==> src/rtl/evt_irq_pkg.sv <==
package evt_irq_pkg;

    localparam int REG_W = 8;

    localparam logic [REG_W-1:0] ADDR_SATCNT = 8'h01;
    localparam logic [REG_W-1:0] ADDR_PARCNT = 8'h02;
    localparam logic [REG_W-1:0] ADDR_IRQEN  = 8'h03;
    localparam logic [REG_W-1:0] ADDR_IRQST  = 8'h04;

    // flag positions with an attached counter
    localparam int SAT_BIT = 1;
    localparam int PAR_BIT = 7;

    // bit 0 of enable / flag registers is not implemented
    localparam logic [REG_W-1:0] LIVE_MASK = 8'hFE;

    typedef enum logic [2:0] {
        SEL_NONE,
        SEL_SAT,
        SEL_PAR,
        SEL_EN,
        SEL_ST
    } reg_sel_e;

    typedef struct packed {
        logic             wr;
        logic [REG_W-1:0] wdata;
        reg_sel_e         sel;
    } reg_req_t;

    function automatic logic [REG_W-1:0] keep_live(input logic [REG_W-1:0] v);
        return v & LIVE_MASK;
    endfunction

endpackage

==> src/rtl/evt_sat_counter.sv <==
module evt_sat_counter #(
    parameter int W = 8
) (
    input  logic         clk,
    input  logic         rst,
    input  logic         inc,
    input  logic         clr,
    output logic [W-1:0] count
);
    localparam logic [W-1:0] TOP = {W{1'b1}};
    localparam logic [W-1:0] ONE = W'(1);

    logic [W-1:0] cnt_q;

    always_ff @(posedge clk) begin
        if (rst) begin
            cnt_q <= '0;
        end else if (clr) begin
            cnt_q <= inc ? ONE : '0;
        end else if (inc && (cnt_q != TOP)) begin
            cnt_q <= cnt_q + ONE;
        end
    end

    assign count = cnt_q;

    a_r2_hold_at_top: assert property (@(posedge clk) disable iff (rst)
        (cnt_q == TOP && !clr) |=> (cnt_q == TOP));
    a_r2_step_one: assert property (@(posedge clk) disable iff (rst)
        (inc && !clr && cnt_q != TOP) |=> (cnt_q == $past(cnt_q) + ONE));
    a_r7_clear_zero: assert property (@(posedge clk) disable iff (rst)
        (clr && !inc) |=> (cnt_q == '0));
    a_r9_clear_restart: assert property (@(posedge clk) disable iff (rst)
        (clr && inc) |=> (cnt_q == ONE));

endmodule

==> src/rtl/evt_flag_bank.sv <==
module evt_flag_bank #(
    parameter int          N        = 8,
    parameter logic [N-1:0] LIVE    = '1
) (
    input  logic         clk,
    input  logic         rst,
    input  logic [N-1:0] set,
    input  logic [N-1:0] clr,
    output logic [N-1:0] flags
);
    for (genvar i = 0; i < N; i++) begin : g_bit
        if (LIVE[i]) begin : g_live
            logic q;
            always_ff @(posedge clk) begin
                if (rst)
                    q <= 1'b0;
                else if (set[i])
                    q <= 1'b1;
                else if (clr[i])
                    q <= 1'b0;
            end
            assign flags[i] = q;

            a_r6_sticky: assert property (@(posedge clk) disable iff (rst)
                (q && !clr[i]) |=> q);
            a_r6_ack_clears: assert property (@(posedge clk) disable iff (rst)
                (clr[i] && !set[i]) |=> !q);
            a_r9_set_wins: assert property (@(posedge clk) disable iff (rst)
                set[i] |=> q);
        end else begin : g_dead
            logic unused_in;
            assign unused_in = set[i] | clr[i];
            assign flags[i]  = 1'b0;
        end
    end

endmodule

==> src/rtl/evt_reg_map.sv <==
module evt_reg_map
    import evt_irq_pkg::*;
#(
    parameter int ADDR_W = 8,
    parameter int CNT_W  = 8
) (
    input  logic              reg_wr,
    input  logic [ADDR_W-1:0] reg_addr,
    input  logic [REG_W-1:0]  reg_wdata,
    input  logic [CNT_W-1:0]  sat_cnt,
    input  logic [CNT_W-1:0]  par_cnt,
    input  logic [REG_W-1:0]  en_val,
    input  logic [REG_W-1:0]  st_val,
    output logic              en_we,
    output logic [REG_W-1:0]  en_wdata,
    output logic [REG_W-1:0]  ack_mask,
    output logic [REG_W-1:0]  reg_rdata
);
    reg_req_t req;

    always_comb begin
        req.wr    = reg_wr;
        req.wdata = reg_wdata;
        if (reg_addr == ADDR_W'(ADDR_SATCNT))
            req.sel = SEL_SAT;
        else if (reg_addr == ADDR_W'(ADDR_PARCNT))
            req.sel = SEL_PAR;
        else if (reg_addr == ADDR_W'(ADDR_IRQEN))
            req.sel = SEL_EN;
        else if (reg_addr == ADDR_W'(ADDR_IRQST))
            req.sel = SEL_ST;
        else
            req.sel = SEL_NONE;
    end

    assign en_we    = req.wr && (req.sel == SEL_EN);
    assign en_wdata = keep_live(req.wdata);
    assign ack_mask = (req.wr && req.sel == SEL_ST) ? keep_live(req.wdata) : '0;

    always_comb begin
        unique case (req.sel)
            SEL_SAT: reg_rdata = REG_W'(sat_cnt);
            SEL_PAR: reg_rdata = REG_W'(par_cnt);
            SEL_EN:  reg_rdata = en_val;
            SEL_ST:  reg_rdata = st_val;
            default: reg_rdata = '0;
        endcase
    end

endmodule

==> src/rtl/evt_irq_ctrl.sv <==
module evt_irq_ctrl
    import evt_irq_pkg::*;
#(
    parameter int ADDR_W = 8,
    parameter int CNT_W  = 8
) (
    input  logic              clk,
    input  logic              rst,
    input  logic [7:1]        evt_pulse,
    input  logic              reg_wr,
    input  logic [ADDR_W-1:0] reg_addr,
    input  logic [REG_W-1:0]  reg_wdata,
    output logic [REG_W-1:0]  reg_rdata,
    output logic              irq_n
);
    logic [REG_W-1:0] ev_vec;
    logic [REG_W-1:0] en_q;
    logic [REG_W-1:0] flags;
    logic [REG_W-1:0] ack_mask;
    logic [REG_W-1:0] en_wdata;
    logic             en_we;
    logic [CNT_W-1:0] sat_cnt;
    logic [CNT_W-1:0] par_cnt;

    assign ev_vec = {evt_pulse, 1'b0};

    // enable register, bit 0 never stored
    always_ff @(posedge clk) begin
        if (rst)
            en_q <= '0;
        else if (en_we)
            en_q <= en_wdata;
    end

    evt_reg_map #(.ADDR_W(ADDR_W), .CNT_W(CNT_W)) u_map (
        .reg_wr   (reg_wr),
        .reg_addr (reg_addr),
        .reg_wdata(reg_wdata),
        .sat_cnt  (sat_cnt),
        .par_cnt  (par_cnt),
        .en_val   (en_q),
        .st_val   (flags),
        .en_we    (en_we),
        .en_wdata (en_wdata),
        .ack_mask (ack_mask),
        .reg_rdata(reg_rdata)
    );

    // sticky flags: enabled events set, W1C clears
    evt_flag_bank #(.N(REG_W), .LIVE(LIVE_MASK)) u_flags (
        .clk  (clk),
        .rst  (rst),
        .set  (ev_vec & en_q),
        .clr  (ack_mask),
        .flags(flags)
    );

    // saturation counter and parity counter
    evt_sat_counter #(.W(CNT_W)) u_sat_cnt (
        .clk  (clk),
        .rst  (rst),
        .inc  (ev_vec[SAT_BIT]),
        .clr  (ack_mask[SAT_BIT]),
        .count(sat_cnt)
    );

    evt_sat_counter #(.W(CNT_W)) u_par_cnt (
        .clk  (clk),
        .rst  (rst),
        .inc  (ev_vec[PAR_BIT]),
        .clr  (ack_mask[PAR_BIT]),
        .count(par_cnt)
    );

    assign irq_n = ~|(flags & en_q);

    a_r1_reset_quiet: assert property (@(posedge clk)
        rst |=> (irq_n && flags == '0 && en_q == '0));
    a_r5_enabled_event_irq: assert property (@(posedge clk) disable iff (rst)
        (|(ev_vec & en_q)) |=> !irq_n);
    a_r4_bit0_dead: assert property (@(posedge clk) disable iff (rst)
        en_we |=> (en_q[0] == 1'b0));
    a_r10_counters_ro: assert property (@(posedge clk) disable iff (rst)
        (!ev_vec[SAT_BIT] && !ack_mask[SAT_BIT]) |=> $stable(sat_cnt));
    a_r3_par_ro: assert property (@(posedge clk) disable iff (rst)
        (!ev_vec[PAR_BIT] && !ack_mask[PAR_BIT]) |=> $stable(par_cnt));

endmodule

==> config.mk <==
export PLATFORM = sky130hd
export DESIGN_NAME = evt_irq_ctrl
export DESIGN_NICKNAME = d
export VERILOG_FILES = /design/src/rtl/evt_irq_pkg.sv /design/src/rtl/evt_sat_counter.sv /design/src/rtl/evt_flag_bank.sv /design/src/rtl/evt_reg_map.sv /design/src/rtl/evt_irq_ctrl.sv
export SDC_FILE = /design/constraint.sdc
export NUM_CORES = 1
export LEC_CHECK = 0
export BUFFER_PORTS_ARGS = -buffer_cell sky130_fd_sc_hd__buf_2
export CAP_MARGIN = 0
export CORE_UTILIZATION = 54
export DETAILED_ROUTE_END_ITERATION = 16
export PLACE_DENSITY = 0.89
export SYNTH_ARGS = -nofsm -noshare
export SYNTH_HDL_FRONTEND = slang
export SYNTH_SLANG_ARGS = --single-unit
export TNS_END_PERCENT = 5
==> constraint.sdc <==
create_clock -name clk -period 1.8 [get_ports clk]
set_input_delay 0.18 -clock clk [delete_from_list [all_inputs] [get_ports clk]]
set_output_delay 0.18 -clock clk [all_outputs]
set_load 0.005 [all_outputs]
==> reports/metrics.cfg <==
[status]
outcome=complete, but fails checks
violations=DRC

[timing]
whs_ns=0.0924
hold_viol_final=0
rsz0062_at_grt=false
setup_viol=0
fin_crit_ns=1.53
worst_slack_ns=0.274
maxSlewViolCount=0
setup_tns_ns=0
worst_pin_slew_ns=0.439
skew_ns=0.00716
fin_crit_sh_pct=84.8
max_freq_ghz=0.655
slew_headroom_pct=70.7

[cts]
cts_sinks=30
htreeDepth=2
cts_tree=yes
cts_root_buffer=clkbuf_4
clockBufferDepth=2
cts_buffers=5
post-cts-setup-buffer-count=0
worstSkewPairLatency_ns=0.33
holdBufCountCts=0
clkSlewWorstSetupHoldPaths_ns=0.09
cts-resized-gates=0

[cells_and_area]
syn2layout_area_growth_pct=15.2
post-route-cell-area_um2=1890
fin_cells=256
nFillCells=242
final_nets=253
n_antenna_cell=0
utilization_pct=66.9
drive_gt1_share_pct=23.6
layout_commonest_cell=buf_2
final_cell_mix=33 x buf_2, 30 x dfxtp_1, 23 x nor2_1, 21 x nand2_1, 17 x mux2i_1

[synthesis]
synthSimpleGateAreaFrac_pct=22.8
synthAdderAreaFrac_pct=1.52
synth_edf_count=0
synth_top_flop_cell=dfxtp_1
synth_top_family_by_area=simple AND/OR/NAND/NOR gates
synth_compound_area_share_pct=21.9
yosysWarnings=0
synth_cell_types=43
seq_area_frac_synth_pct=36.6
ys_ff_latch=30
syn_inst=187
netlist_area_um2=1640
syn_area_per_cell_um2=8.79
syn-num-nets=215
yosys-mux-area-fraction_pct=10.4
synthXorXnorAreaFrac_pct=3.20
synthArstFlopShare_pct=0

[power_and_ir_drop]
powerDensity_nw_per_um2=617
ir_worst_vdd_mv=0.458
leakagePower_nw=0.698
p_total_mw=1.17

[placed_design]
dp.cells=249
port_buffers=33
placed_area_um2=1840
place_ws_ns=0.224
place_congestion=0.852
hpwl_um=2880

[global_route]
grt_pass1_wl_um=6380
grt_use_total_pct=25.5
grt_pass1_vias=1453
grt_max_degree=19
grt_antenna_before_repair=0
grt-ovfl-total=0

[min_path]
hold_depth=3
min_path_type=in2reg
holdCritStartpoint=evt_pulse[2]
hold_end=u_flags.g_bit[2].g_live.q

[floorplanning]
core-area_um2=2830
initial_core_util_pct=58.1
rows=19
fp.dieH_um=57.2
die_area_um2=3270
pin_count=35
die_x_um=57.2

[route]
vias_per_cell=6.13
drtIter0Drc=69
routedWlPerCell_um=14.8
drtAntennaViolNets=0
via_count=1568
routed_wl_um=3800
dr.pass1.iters=10
route.detailed.drc=2

[critical_path]
crit_type=reg2reg
r2r-end=u_par_cnt.count[0]
r2r-start=u_par_cnt.count[1]
crit_path_end_kind=register
rr_worst_depth=4
worstPathRequired_ns=2.04
arrival_ns=1.77
path_max_fanout=5
startpoint_type=register
r2r_setup_slack_ns=0.27

[run]
cap_violations=0

## worst max-delay path by stage
stage / endpoint / from / cells past startpoint / slack, ns
final: u_par_cnt.count[0] / u_par_cnt.count[1] / 4 / 0.27
after global routing: u_par_cnt.count[6] / u_par_cnt.count[1] / 5 / 0.16
after CTS: u_par_cnt.count[0] / u_par_cnt.count[0] / 4 / 0.28
after detailed placement: en_q[5] / reg_addr[7] / 6 / 0.22
after global placement: en_q[7] / reg_addr[7] / 6 / 0.32
after floorplan: u_par_cnt.count[0] / u_par_cnt.count[0] / 4 / 0.45
## cells by family (layout without fill, tap and decap cells)
kind of cell | after synthesis | in the layout
compound gates | 48 | 48
fa+ha+maj | 2 | 2
mux | 17 | 17
flops | 30 | 30
xor+xnor | 6 | 6
buf+inv | 11 | 49
simple gates | 73 | 73
## sequential cells by signal, summed over array words and instances, names as in the netlist
| name | cells |
|---|---|
| u_sat_cnt.count | 8 |
| u_flags.g_bit.g_live.q | 7 |
| en_q | 7 |
| u_par_cnt.count | 8 |
## metal layers
metal | vias up | global-route usage [%] | wire length, um | share of wire, %
li1 | 776 | - | - | -
met5 | - | 0 | 0 | 0
met4 | 0 | 9.76 | 72 | 1.9
met3 | 9 | 4.76 | 183 | 4.8
met1 | 736 | 31.8 | 1650 | 43
met2 | 47 | 43.7 | 1890 | 50
## power by group
part	total, mW	switching, mW	internal [mW]	leakage (nW)
Combinational	0.111	0.0615	0.0497	0.425
Clock	0.371	0.231	0.140	0.0308
Sequential	0.684	0.0123	0.672	0.242
Total	1.17	0.305	0.862	0.698
## worst max-delay path, stage by stage (launching register included)
cell and delay (ns):
dfxtp_1 0.43, ha_1 0.37, a41o_1 0.33, xor2_1 0.09, a211oi_1 0.23
## synthesized netlist by cell type, drive strengths merged (4+ instances only)
cell type / count / area (um2)
nand3: 4 / 20.0
nor2: 23 / 86.3
dfxtp: 30 / 601
o22ai: 7 / 43.8
buf: 4 / 31.3
o21ai: 10 / 50.1
mux2i: 17 / 170
nand4: 4 / 25.0
nand2: 21 / 78.8
a22oi: 11 / 82.6
xnor2: 4 / 35.0
a21oi: 7 / 35.0
clkbuf: 4 / 16.3
and4: 4 / 37.5
## final cells by class
type | instances | area, um2 | share of cell area [%]
sequential | 30 | 601 | 31.7
inverter | 3 | 11.3 | 0.595
clock inverter | 2 | 10.0 | 0.529
tap | 31 | 38.8 | 2.05
clock buffer | 5 | 37.5 | 1.98
multi-input combinational | 146 | 983 | 52.0
timing repair buffer | 39 | 210 | 11.1
No activity file was read; power rests on OpenSTA's default activity.
